## config.mk

```make
export PLATFORM = sky130hd
export DESIGN_NAME = quad_dac_frame_ctrl
export DESIGN_NICKNAME = d
export VERILOG_FILES = /design/src/rtl/qdac_pkg.sv /design/src/rtl/qdac_pacer.sv /design/src/rtl/qdac_frame_builder.sv /design/src/rtl/qdac_serializer.sv /design/src/rtl/quad_dac_frame_ctrl.sv
export SDC_FILE = /design/constraint.sdc
export NUM_CORES = 1
export LEC_CHECK = 0
export ABC_CLOCK_PERIOD_IN_PS = 1950
export BUFFER_PORTS_ARGS = -buffer_cell sky130_fd_sc_hd__buf_4
export CORE_UTILIZATION = 45
export CTS_BUF_LIST = sky130_fd_sc_hd__clkbuf_2
export DETAILED_ROUTE_END_ITERATION = 8
export PLACE_DENSITY = 0.68
export SLEW_MARGIN = 25
export SYNTH_ARGS = -nofsm -noshare
export SYNTH_HDL_FRONTEND = slang
export SYNTH_SLANG_ARGS = --single-unit
```

## constraint.sdc

```tcl
create_clock -name clk -period 1.95 [get_ports clk]
set_input_delay 0.2925 -clock clk [delete_from_list [all_inputs] [get_ports clk]]
set_output_delay 0.2925 -clock clk [all_outputs]
set_load 0.02 [all_outputs]
```

## src/rtl/qdac_pkg.sv

```systemverilog
package qdac_pkg;

    localparam int FRAME_BITS = 32;
    localparam int SAMPLE_W   = 12;
    localparam int FIELD_W    = 4;

    localparam logic [FIELD_W-1:0] CMD_WR_UPD = 4'b0011;
    localparam logic [FIELD_W-1:0] CMD_REF    = 4'b1000;

    typedef enum logic [1:0] {
        ST_IDLE,
        ST_SHIFT,
        ST_FINISH
    } ser_state_t;

    function automatic logic [FRAME_BITS-1:0] pack_frame(
        input logic [FIELD_W-1:0]  cmd,
        input logic [FIELD_W-1:0]  addr,
        input logic [SAMPLE_W-1:0] smp,
        input logic [7:0]          tail
    );
        return {4'h0, cmd, addr, smp, tail};
    endfunction

    localparam logic [FRAME_BITS-1:0] REF_FRAME = {4'h0, CMD_REF, 4'h0, 12'h000, 8'h01};

endpackage

```

## src/rtl/qdac_pacer.sv

```systemverilog
module qdac_pacer #(
    parameter int PERIOD = 10000
) (
    input  logic clk,
    input  logic rst_n,
    output logic tick
);
    localparam int CNT_W = $clog2(PERIOD);
    localparam logic [CNT_W-1:0] LAST = CNT_W'(PERIOD - 1);

    logic [CNT_W-1:0] cnt;

    always_ff @(posedge clk) begin
        if (!rst_n)           cnt <= '0;
        else if (cnt == LAST) cnt <= '0;
        else                  cnt <= cnt + 1'b1;
    end

    assign tick = (cnt == LAST);

    AST_TICK_ISOLATED: assert property (@(posedge clk) disable iff (!rst_n) tick |=> !tick);

endmodule

```

## src/rtl/qdac_frame_builder.sv

```systemverilog
module qdac_frame_builder
    import qdac_pkg::*;
#(
    parameter int NUM_CH = 4
) (
    input  logic                         clk,
    input  logic                         rst_n,
    input  logic                         load,
    input  logic                         manual_en,
    input  logic [7:0]                   manual_sel,
    input  logic [NUM_CH*SAMPLE_W-1:0]   samples,
    output logic [FRAME_BITS-1:0]        frame
);
    localparam int CH_W = (NUM_CH > 1) ? $clog2(NUM_CH) : 1;
    localparam logic [CH_W-1:0] CH_LAST = CH_W'(NUM_CH - 1);

    logic            ref_on;
    logic [CH_W-1:0] chan;
    logic [SAMPLE_W-1:0] smp_auto, smp_man;

    always_comb begin
        smp_auto = samples[int'(chan) * SAMPLE_W +: SAMPLE_W];
        smp_man  = samples[int'(manual_sel[CH_W-1:0]) * SAMPLE_W +: SAMPLE_W];
        if (!ref_on)
            frame = REF_FRAME;
        else if (manual_en)
            frame = pack_frame(manual_sel[7:4], manual_sel[3:0], smp_man, 8'h00);
        else
            frame = pack_frame(CMD_WR_UPD, FIELD_W'(chan), smp_auto, 8'h00);
    end

    always_ff @(posedge clk) begin
        if (!rst_n) begin
            ref_on <= 1'b0;
            chan   <= '0;
        end else if (load) begin
            if (!ref_on)
                ref_on <= 1'b1;
            else if (!manual_en)
                chan <= (chan == CH_LAST) ? '0 : chan + 1'b1;
        end
    end

    AST_REF_ON_LOAD:    assert property (@(posedge clk) disable iff (!rst_n) $rose(ref_on) |-> $past(load));
    AST_MANUAL_NO_STEP: assert property (@(posedge clk) disable iff (!rst_n) (load && manual_en && ref_on) |=> $stable(chan));

endmodule

```

## src/rtl/qdac_serializer.sv

```systemverilog
module qdac_serializer
    import qdac_pkg::*;
#(
    parameter int CLK_DIV = 4
) (
    input  logic                  clk,
    input  logic                  rst_n,
    input  logic                  tick,
    input  logic [FRAME_BITS-1:0] frame,
    output logic                  load,
    output logic                  sclk,
    output logic                  sync_n,
    output logic                  sdo,
    output logic                  busy,
    output logic                  done
);
    localparam int HALF    = CLK_DIV / 2;
    localparam int PH_W    = (CLK_DIV > 2) ? $clog2(CLK_DIV) : 1;
    localparam int BIT_W   = $clog2(FRAME_BITS);
    localparam int LOW_CYC = FRAME_BITS * CLK_DIV;
    localparam int LO_W    = $clog2(LOW_CYC + 1);
    localparam int HI_W    = $clog2(CLK_DIV + 1);

    ser_state_t state, nxt;
    logic [PH_W-1:0]       ph;
    logic [BIT_W-1:0]      bitcnt;
    logic [FRAME_BITS-1:0] shreg;
    logic                  last_ph, last_bit;

    assign load     = (state == ST_IDLE) && tick;
    assign last_ph  = (ph == PH_W'(CLK_DIV - 1));
    assign last_bit = (bitcnt == BIT_W'(FRAME_BITS - 1));

    always_comb begin
        nxt = state;
        unique case (state)
            ST_IDLE:   if (tick) nxt = ST_SHIFT;
            ST_SHIFT:  if (last_ph && last_bit) nxt = ST_FINISH;
            ST_FINISH: nxt = ST_IDLE;
            default:   nxt = ST_IDLE;
        endcase
    end

    always_ff @(posedge clk) begin
        if (!rst_n) state <= ST_IDLE;
        else        state <= nxt;
    end

    always_ff @(posedge clk) begin
        if (!rst_n) begin
            sclk   <= 1'b1;
            sync_n <= 1'b1;
            sdo    <= 1'b0;
            busy   <= 1'b0;
            done   <= 1'b0;
            ph     <= '0;
            bitcnt <= '0;
            shreg  <= '0;
        end else begin
            done <= 1'b0;
            unique case (state)
                ST_IDLE: begin
                    if (tick) begin
                        shreg  <= {frame[FRAME_BITS-2:0], 1'b0};
                        sdo    <= frame[FRAME_BITS-1];
                        sclk   <= 1'b0;
                        sync_n <= 1'b0;
                        busy   <= 1'b1;
                        ph     <= '0;
                        bitcnt <= '0;
                    end
                end
                ST_SHIFT: begin
                    ph <= last_ph ? '0 : ph + 1'b1;
                    if (ph == PH_W'(HALF - 1))
                        sclk <= 1'b1;
                    if (last_ph) begin
                        if (last_bit) begin
                            sync_n <= 1'b1;
                            busy   <= 1'b0;
                            done   <= 1'b1;
                        end else begin
                            sclk   <= 1'b0;
                            sdo    <= shreg[FRAME_BITS-1];
                            shreg  <= {shreg[FRAME_BITS-2:0], 1'b0};
                            bitcnt <= bitcnt + 1'b1;
                        end
                    end
                end
                ST_FINISH: begin
                end
                default: begin
                end
            endcase
        end
    end

    // Cycle counters that watch the line timing from outside the state machine.
    logic [LO_W-1:0] lo_cnt;
    logic [HI_W-1:0] hi_cnt;

    always_ff @(posedge clk) begin
        if (!rst_n) begin
            lo_cnt <= '0;
            hi_cnt <= '0;
        end else begin
            lo_cnt <= sync_n ? '0 : lo_cnt + 1'b1;
            if (!sync_n)                    hi_cnt <= '0;
            else if (hi_cnt < HI_W'(CLK_DIV)) hi_cnt <= hi_cnt + 1'b1;
        end
    end

    AST_SYNC_LOW_LEN:   assert property (@(posedge clk) disable iff (!rst_n) $rose(sync_n) |-> (lo_cnt == LO_W'(LOW_CYC)));
    AST_SDO_ON_FALL:    assert property (@(posedge clk) disable iff (!rst_n) !$stable(sdo) |-> $fell(sclk));
    AST_SYNC_ON_FALL:   assert property (@(posedge clk) disable iff (!rst_n) $fell(sync_n) |-> $fell(sclk));
    AST_SCLK_IDLE_HIGH: assert property (@(posedge clk) disable iff (!rst_n) sync_n |-> sclk);
    AST_GAP_MIN:        assert property (@(posedge clk) disable iff (!rst_n) $fell(sync_n) |-> (hi_cnt >= HI_W'(CLK_DIV)));
    AST_BUSY_MATCH:     assert property (@(posedge clk) disable iff (!rst_n) busy == !sync_n);
    AST_DONE_PULSE:     assert property (@(posedge clk) disable iff (!rst_n) done |=> !done);

endmodule

```

## src/rtl/quad_dac_frame_ctrl.sv

```systemverilog
module quad_dac_frame_ctrl
    import qdac_pkg::*;
#(
    parameter int CLK_DIV      = 4,
    parameter int FRAME_PERIOD = 10000,
    parameter int NUM_CH       = 4
) (
    input  logic                       clk,
    input  logic                       rst_n,
    input  logic                       manual_en,
    input  logic [7:0]                 manual_sel,
    input  logic [NUM_CH*SAMPLE_W-1:0] sample_in,
    output logic                       dac_sclk,
    output logic                       dac_sync_n,
    output logic                       dac_sdo,
    output logic                       busy,
    output logic                       done
);
    logic tick, load;
    logic [FRAME_BITS-1:0] frame;

    initial begin
        AST_DIV_EVEN:   assert (CLK_DIV >= 2 && CLK_DIV % 2 == 0);
        AST_PERIOD_FIT: assert (FRAME_PERIOD > (FRAME_BITS + 1) * CLK_DIV + 1);
    end

    qdac_pacer #(.PERIOD(FRAME_PERIOD)) u_pacer (
        .clk   (clk),
        .rst_n (rst_n),
        .tick  (tick)
    );

    qdac_frame_builder #(.NUM_CH(NUM_CH)) u_builder (
        .clk        (clk),
        .rst_n      (rst_n),
        .load       (load),
        .manual_en  (manual_en),
        .manual_sel (manual_sel),
        .samples    (sample_in),
        .frame      (frame)
    );

    qdac_serializer #(.CLK_DIV(CLK_DIV)) u_ser (
        .clk    (clk),
        .rst_n  (rst_n),
        .tick   (tick),
        .frame  (frame),
        .load   (load),
        .sclk   (dac_sclk),
        .sync_n (dac_sync_n),
        .sdo    (dac_sdo),
        .busy   (busy),
        .done   (done)
    );

endmodule

```

==> results of run 1 <==
-- cells in the mapped netlist, types with 5 or more instances --
| master | count | area (µm²) |
|---|---|---|
| and3_1 | 7 | 43.8 |
| nand3_1 | 20 | 100 |
| clkbuf_1 | 17 | 63.8 |
| a21oi_1 | 44 | 220 |
| buf_2 | 7 | 35.0 |
| o21ai_0 | 49 | 245 |
| o22ai_1 | 12 | 75.1 |
| nor3_1 | 22 | 110 |
| ha_1 | 7 | 87.6 |
| nand2b_1 | 6 | 37.5 |
| xnor2_1 | 5 | 43.8 |
| dfxtp_1 | 62 | 1240 |
| nor2_1 | 61 | 229 |
| nand2_1 | 27 | 101 |
| xor2_1 | 7 | 61.3 |
| a311o_1 | 12 | 120 |
-- final cells by class --
class | count | area [µm²]
clock buffers | 10 | 50.0
clock inverters | 6 | 86.3
fillers | 577 | 2350
inverters | 5 | 18.8
multi-input cells | 316 | 2010
flip-flops and latches | 62 | 1250
well taps | 96 | 120
repair buffers | 106 | 993
-- sequential cells by signal, summed over array words and instances (netlist names), 2 cells and up --
name	flops
u_ser.shreg	31
u_pacer.cnt	14
u_ser.bitcnt	5
u_builder.chan	2
u_ser.ph	2
u_ser.state	2
-- metal layers --
layer	global-route usage, %	vias to the layer above	share of wire (%)
li1	-	1666	-
met2	40.2	98	49
met4	6.06	0	1.2
met5	0	-	0
met3	5.14	19	5.5
met1	32.1	1615	44
-- critical path, cell delays in order (launching register included) --
cell	delay, ns
dfxtp_2	0.38
ha_4	0.16
and3_4	0.19
ha_4	0.15
nand2b_4	0.13
or2_4	0.25
buf_6	0.13
o31ai_4	0.06
buf_12	0.18
clkbuf_16	0.15
nand3_1	0.11
a21oi_1	0.15
-- what timing repair did --
item,in CTS,in global routing
endpoints found under the setup margin,15,40
gates cloned,3,4
pin swaps,4,28
gates resized for setup,15,46
setup buffers,5,9
-- kinds of logic after synthesis --
family / count (synthesis) / share of synthesized area, %
adders and majority gates: 7 / 2.72
muxes: 2 / 0.622
buffers and inverters: 35 / 5.52
AOI/OAI and AO/OA: 141 / 26.5
xor gates and xnor gates: 12 / 3.26
and+or+nand+nor: 154 / 22.8
DFF: 62 / 38.5
-- per-stage QoR --
stage | hold WS, ns | instances | total power, mW | TNS (ns)
6_report | 0.0888 | 601 | 2.43 | -2.24
5_1_grt | 0.0856 | 601 | 2.51 | -4.60
4_1_cts | 0.0506 | 588 | 2.43 | -0.729
3_5_place_dp | 0.446 | 564 | 1.53 | -0.207
3_3_place_gp | 0.439 | 564 | 1.52 | 0
2_1_floorplan | 0.426 | 413 | 1.40 | 0
-- worst max path at each step --
stage | start | to | slack, ns | cells after the start
4_1_cts | u_ser.bitcnt[0] | u_ser.bitcnt[0] | -0.06 | 9
2_1_floorplan | u_ser.bitcnt[0] | u_ser.bitcnt[3] | 0.005 | 10
3_5_place_dp | u_ser.bitcnt[0] | u_ser.shreg[22] | -0.07 | 9
3_3_place_gp | u_ser.bitcnt[0] | u_ser.shreg[25] | 0.02 | 9
6_report | u_ser.bitcnt[0] | u_ser.shreg[3] | -0.15 | 11
5_1_grt | u_ser.bitcnt[0] | u_ser.shreg[3] | -0.21 | 11
-- power by group --
group | total (mW) | internal [mW] | switching, mW
clock network | 0.917 | 0.428 | 0.489
registers | 1.28 | 1.27 | 0.00496
logic | 0.231 | 0.118 | 0.113
total | 2.43 | 1.82 | 0.608
==> summary.txt, run 1 <==
Route
  • WL per Instance: 15.7 µm
  • Vias per inst: 5.65
  • DRC Markers: 0
  • First-pass detailed-route iteration total: 5
  • Vias: 3398
  • DRT iter0 DRCs: 267
  • ANT nets after route: 0
  • Total Wirelength: 9450 µm

GRT
  • First-pass GRT wire length: 14300 µm
  • Initial antenna violation count: 0
  • Largest net degree at the start of global routing: 37
  • Vias in the first global route: 3037
  • GRT Residual Overflow: 0
  • All-Layer GR Usage: around 24%

Timing
  • RSZ-0062 raised after global routing: true
  • Slew Limit Fails: 0
  • Peak Freq: 476 MHz
  • Crit path time final: 2.10 ns
  • Slew @ Worst Pin: 0.443 ns
  • Final Hold Viols: 0
  • Final worst slack: -0.151 ns
  • Worst clock skew: ~0.024 ns
  • Rel. slew slack: 70.4%
  • Setup-failing EPs final: 33
  • Final period utilization: 108%

Setup path
  • Crit path kind: flop to flop
  • Startpoint types: flop
  • Worst Path Required: 2.39 ns
  • RR Startpoint: u_ser.bitcnt[0]
  • Critical path fanouts, max: 7
  • Worst reg2reg path depth: 11
  • Critical Path AT: 2.54 ns
  • Worst r2r dst: u_ser.shreg[3]
  • Worst Setup End Kind: flop
  • R2R Setup Slk: -0.15 ns

Clocking
  • Clk_lat worst skew: 0.49 ns
  • Clk root buf: clkbuf_2
  • Hold buffer count at CTS: 0
  • CTS tree: done
  • Clock-pin slew on the worst setup and hold paths: 0.19 ns
  • Sink Count: 62
  • Clk buf depth: 2
  • CTS buffer count: 9
  • H-Tree Depth: 3

Synthesis
  • Syn Area/Cell: around 8 µm²
  • Sequential-to-total area share from yosys stat: 38.5%
  • Post-synth cell types: 42
  • Syn. warnings: 0
  • Synth async-reset ratio: 0%
  • Synth Cell Area: 0.00322 mm²
  • #FFs+latches synth: 62
  • EDFF count, synth: 0
  • Primary FF master, synth: dfxtp_1
  • Syn Inst Count: 413
  • Syn Nets: approximately 480

Die
  • Die W: 86.6 µm
  • Row Count: 30
  • Core area: 0.00687 mm²
  • Die Area: 0.00750 mm²
  • Ports: between 60 and 70
  • Die Ht: 86.6 µm
  • Initial core utilization: about 47%

Cells and area
  • Post-route cell area: 0.00452 mm²
  • Layout cell share with drive strength beyond 1: roughly a third
  • Final Util: approximately two thirds
  • Most common cell after layout, fill and taps aside: buf_4
  • Synth-to-Final Area Change: 40.4%
  • Diodes inserted: 0
  • Most frequent cells in the layout: buf_4, dfxtp_1, nor2_1, o21ai_0, a21oi_1
  • NumNets Final: 566

Placement
  • Port buffer count: 63
  • DP Worst Slack: -0.0701 ns
  • Placed inst area: around 0.0039 mm²
  • Hpwl dp: 5760 µm
  • RePlAce Congestion: 0.821

Worst hold path
  • Min-delay src: rst_n
  • Hold path cells: 2
  • Worst hold endpoint: u_ser.sync_n
  • Hold Crit Class: input port to flop

Power and ir drop
  • Pleak: 1.79 nW
  • Worst vdd ir: 0.000530 V
  • PD cells: 537 mW/mm²

Run status
  • Status: finished, violations left
  • Failing checks: negative setup slack

Job
  • Max-Cap Viols: 0
Power figures use the tool's default switching activity.
==> run 2, diff against run 1 <==
--- a/config.mk
+++ b/config.mk
@@ -10,8 +10,9 @@
 export CORE_UTILIZATION = 45
 export CTS_BUF_LIST = sky130_fd_sc_hd__clkbuf_2
 export DETAILED_ROUTE_END_ITERATION = 8
-export PLACE_DENSITY = 0.68
+export PLACE_DENSITY = 0.67
 export SLEW_MARGIN = 25
 export SYNTH_ARGS = -nofsm -noshare
 export SYNTH_HDL_FRONTEND = slang
+export SYNTH_HIERARCHICAL = 1
 export SYNTH_SLANG_ARGS = --single-unit
==> summary.txt, run 2 <==
Synthesis
  • Dominant cell type by area after synthesis: dfxtp_1 (unchanged)
  • #FFs+latches synth: 62 (unchanged)
  • Synth async-reset ratio: 0% (unchanged)
  • Syn Inst Count: 432 (was 413)
  • Primary FF master, synth: dfxtp_1 (unchanged)
  • Synth top area share: 32.8% (was 38.5%)
  • Syn. warnings: 6 (was 0)
  • Sequential-to-total area share from yosys stat: 32.8% (was 38.5%)
  • Post-synth cell types: 55 (was 42)
  • Dominant cells by area after synthesis: dfxtp_1, mux2i_1, o211a_1 (was dfxtp_1, o21ai_0, nor2_1)
  • EDFF count, synth: 0 (unchanged)
  • Synth Cell Area: 0.00378 mm² (was 0.00322 mm²)
  • Most frequent cells after synthesis: dfxtp_1, o21ai_0, nor2_1 (was dfxtp_1, nor2_1, o21ai_0)
  • Syn Area/Cell: 8.75 µm² (was 7.80 µm²)
  • Most frequent cell after synthesis: dfxtp_1 (unchanged)

Clocking
  • Clk_lat worst skew: 0.48 ns (was 0.49 ns)
  • CTS tree: done (unchanged)
  • Clock-pin slew on the worst setup and hold paths: 0.17 ns (was 0.19 ns)
  • Clk root buf: clkbuf_2 (unchanged)
  • H-Tree Depth: 3 (unchanged)
  • Clk buf depth: 2 (unchanged)
  • Sink Count: 62 (unchanged)
  • CTS buffer count: 9 (unchanged)

Timing
  • Worst clock skew: 0.0326 ns (was 0.0237 ns)
  • Final Hold Viols: 0 (unchanged)
  • Final period utilization: 110% (was 108%)
  • Crit path time final: 2.14 ns (was 2.10 ns)
  • Final worst slack: -0.188 ns (was -0.151 ns)
  • Peak Freq: 468 MHz (was 476 MHz)
  • RSZ-0062 raised after global routing: true (unchanged)
  • Slew Limit Fails: 0 (unchanged)
  • Setup TNS: -5.19 ns (was -2.24 ns)
  • Setup-failing EPs final: 41 (was 33)

Die
  • Initial core utilization: 46.2% (was 46.9%)
  • Die Area: 0.00877 mm² (was 0.00750 mm²)
  • Row Count: 33 (was 30)
  • Core area: 0.00818 mm² (was 0.00687 mm²)
  • Ports: 64 (unchanged)
  • Die Ht: 93.7 µm (was 86.6 µm)
  • Die W: 93.7 µm (was 86.6 µm)

Cells and area
  • Top flop regs: u_ser/shreg (31), u_pacer/cnt (14), u_ser/bitcnt (5) (was u_ser.shreg (31), u_pacer.cnt (14), u_ser.bitcnt (5))
  • Most common cell after layout, fill and taps aside: buf_4 (unchanged)
  • Max reg flops: 31 (unchanged)
  • Area taken by multi-input logic gates: 0.00238 mm² (was 0.00201 mm²)
  • Diodes inserted: 0 (unchanged)
  • Synth-to-Final Area Change: 30.0% (was 40.4%)
  • NumNets Final: 591 (was 566)
  • Most frequent cells in the layout: buf_4, dfxtp_1, nor2_1, o21ai_0, mux2i_1 (was buf_4, dfxtp_1, nor2_1, o21ai_0, a21oi_1)
  • Most flops, register: u_ser/shreg (was u_ser.shreg)
  • Layout cell share with drive strength beyond 1: 34.0% (was 34.7%)
  • # fillers: 750 (was 577)
  • Final Util: 60.1% (was 65.8%)
  • FF+latch area: 0.00124 mm² (was 0.00125 mm²)

GRT
  • All-Layer GR Usage: 21.2% (was 24.2%)
  • Vias in the first global route: 3248 (was 3037)
  • First-pass GRT wire length: 14700 µm (was 14300 µm)
  • Largest net degree at the start of global routing: 32 (was 37)
  • Initial antenna violation count: 0 (unchanged)
  • GRT Residual Overflow: 0 (unchanged)

Route
  • First-pass detailed-route iteration total: 4 (was 5)
  • Vias per inst: 5.62 (was 5.65)
  • Vias: 3564 (was 3398)
  • DRT iter0 DRCs: 181 (was 267)
  • Total Wirelength: 9430 µm (was 9450 µm)
  • WL per Instance: 14.9 µm (was 15.7 µm)
  • ANT nets after route: 0 (unchanged)
  • DRC Markers: 0 (unchanged)

Job
  • Max-Cap Viols: 0 (unchanged)

Run status
  • Failing checks: negative setup slack (unchanged)
  • Status: finished, violations left (unchanged)

Power and ir drop
  • PD cells: 493 mW/mm² (was 537 mW/mm²)
  • Pleak: 2.28 nW (was 1.79 nW)
  • Worst vdd ir: 0.000401 V (was 0.000530 V)

Setup path
  • Worst Setup End Kind: flop (unchanged)
  • Critical path cell sequence: or4_4 > nor4_4 > or3b_4 > clkinv_4 > buf_12 > clkbuf_16 > o21ai_2 > o211a_1 (was ha_4 > and3_4 > ha_4 > nand2b_4 > or2_4 > buf_6 > o31ai_4 > buf_12 > clkbuf_16 > nand3_1 > a21oi_1)
  • Slowest stage delay, CP: 0.55 ns (was 0.38 ns)
  • Critical path fanouts, max: 6 (was 7)
  • Slowest CP cell: or4_4 (was dfxtp_2)
  • Crit path kind: flop to flop (unchanged)
  • Worst Path Required: 2.34 ns (was 2.39 ns)
  • Startpoint types: flop (unchanged)
  • Critical Path AT: 2.52 ns (was 2.54 ns)

Worst hold path
  • Hold Crit Class: input port to flop (unchanged)

Placement
  • Port buffer count: 63 (unchanged)
  • Hpwl dp: 6490 µm (was 5760 µm)
  • RePlAce Congestion: 0.792 (was 0.821)
run 2: cell count changes after synthesis, moves of 6 or more:
cell	previous run	this run
a21oi_1	44	8
mux2i_1	2	34
o211a_1	0	31
o21ai_1	4	26
buf_4	2	21
nor2_1	61	42
nand2_1	27	11
a311o_1	12	0
a311oi_1	0	12
o22ai_1	12	3
o22ai_2	0	9
nand3_1	20	12
clkbuf_1	17	11
nand2b_1	6	0
run 2: power breakdown:
group | internal, mW | switching (mW) | leakage, nW
clock network | 0.418 | 0.453 | 0.0815
logic | 0.142 | 0.133 | 1.70
registers | 1.27 | 0.00260 | 0.501
total | 1.83 | 0.588 | 2.28
run 2: repair_timing:
action,in CTS,in global routing
hold buffers,0,0
hold endpoints to repair,0,0
endpoints found under the setup margin,37,43
pin swaps,0,23
cloned,0,3
resized for setup,8,31
setup buffers,2,3
run 2: cell families (layout without fill, tap and decap cells):
family,after synthesis,count (layout),synth area share (%)
flip-flops,62,62,32.8
AND/OR/NAND/NOR,116,116,16.0
XOR/XNOR,12,12,2.78
AO/OA/AOI/OAI,147,147,28.3
buffers and inverters,53,140,8.71
adder cells (fa/ha/maj),7,7,2.32
multiplexers,34,34,9.00
other,1,11,0.0992
run 2: layout make-up:
| cell class | instances | area share [%] |
|---|---|---|
| multi-input combinational | 327 | 48.4 |
| sequential | 62 | 25.3 |
| timing repair buffer | 115 | 20.2 |
| tap | 105 | 2.67 |
| clock inverter | 5 | 1.53 |
| clock buffer | 10 | 1.02 |
| inverter | 10 | 0.866 |
run 2: final timing paths:
path | from | end | slack [ns] | cells past startpoint
max | u_pacer/cnt[7] | u_ser/shreg[7] | -0.19 | 8
min | rst_n | u_ser/sync_n | 0.20 | 2
max reg2reg | u_pacer/cnt[7] | u_ser/shreg[7] | -0.19 | 8
min reg2reg | u_ser/shreg[1] | u_ser/shreg[1] | 0.48 | 2
run 2: routing by layer:
metal | part of all wire (%) | vias up | track usage [%]
li1 | - | 1759 | -
met1 | 44 | 1706 | 25.3
met2 | 51 | 93 | 36.7
met3 | 4.8 | 6 | 5.26
met4 | 0.92 | 0 | 7.56
met5 | 0 | - | 0
run 2: metrics by stage:
stage	instance area [µm²]	power, mW	setup slack, ns	hold WS, ns	cells
2_1_floorplan	3840	1.45	-0.207	0.410	442
3_3_place_gp	4550	1.57	-0.0886	0.460	611
4_1_cts	4690	2.44	-0.177	0.150	628
5_1_grt	4910	2.55	-0.295	0.141	634
3_5_place_dp	4550	1.57	-0.112	0.468	611
6_report	4910	2.42	-0.188	0.198	634
run 2: critical path: cells and delay by family (launching register included):
kind            cells  cell delay [ns]
flops               1             0.35
buf+inv             3             0.38
compound gates      2             0.17
simple gates        3             1.15
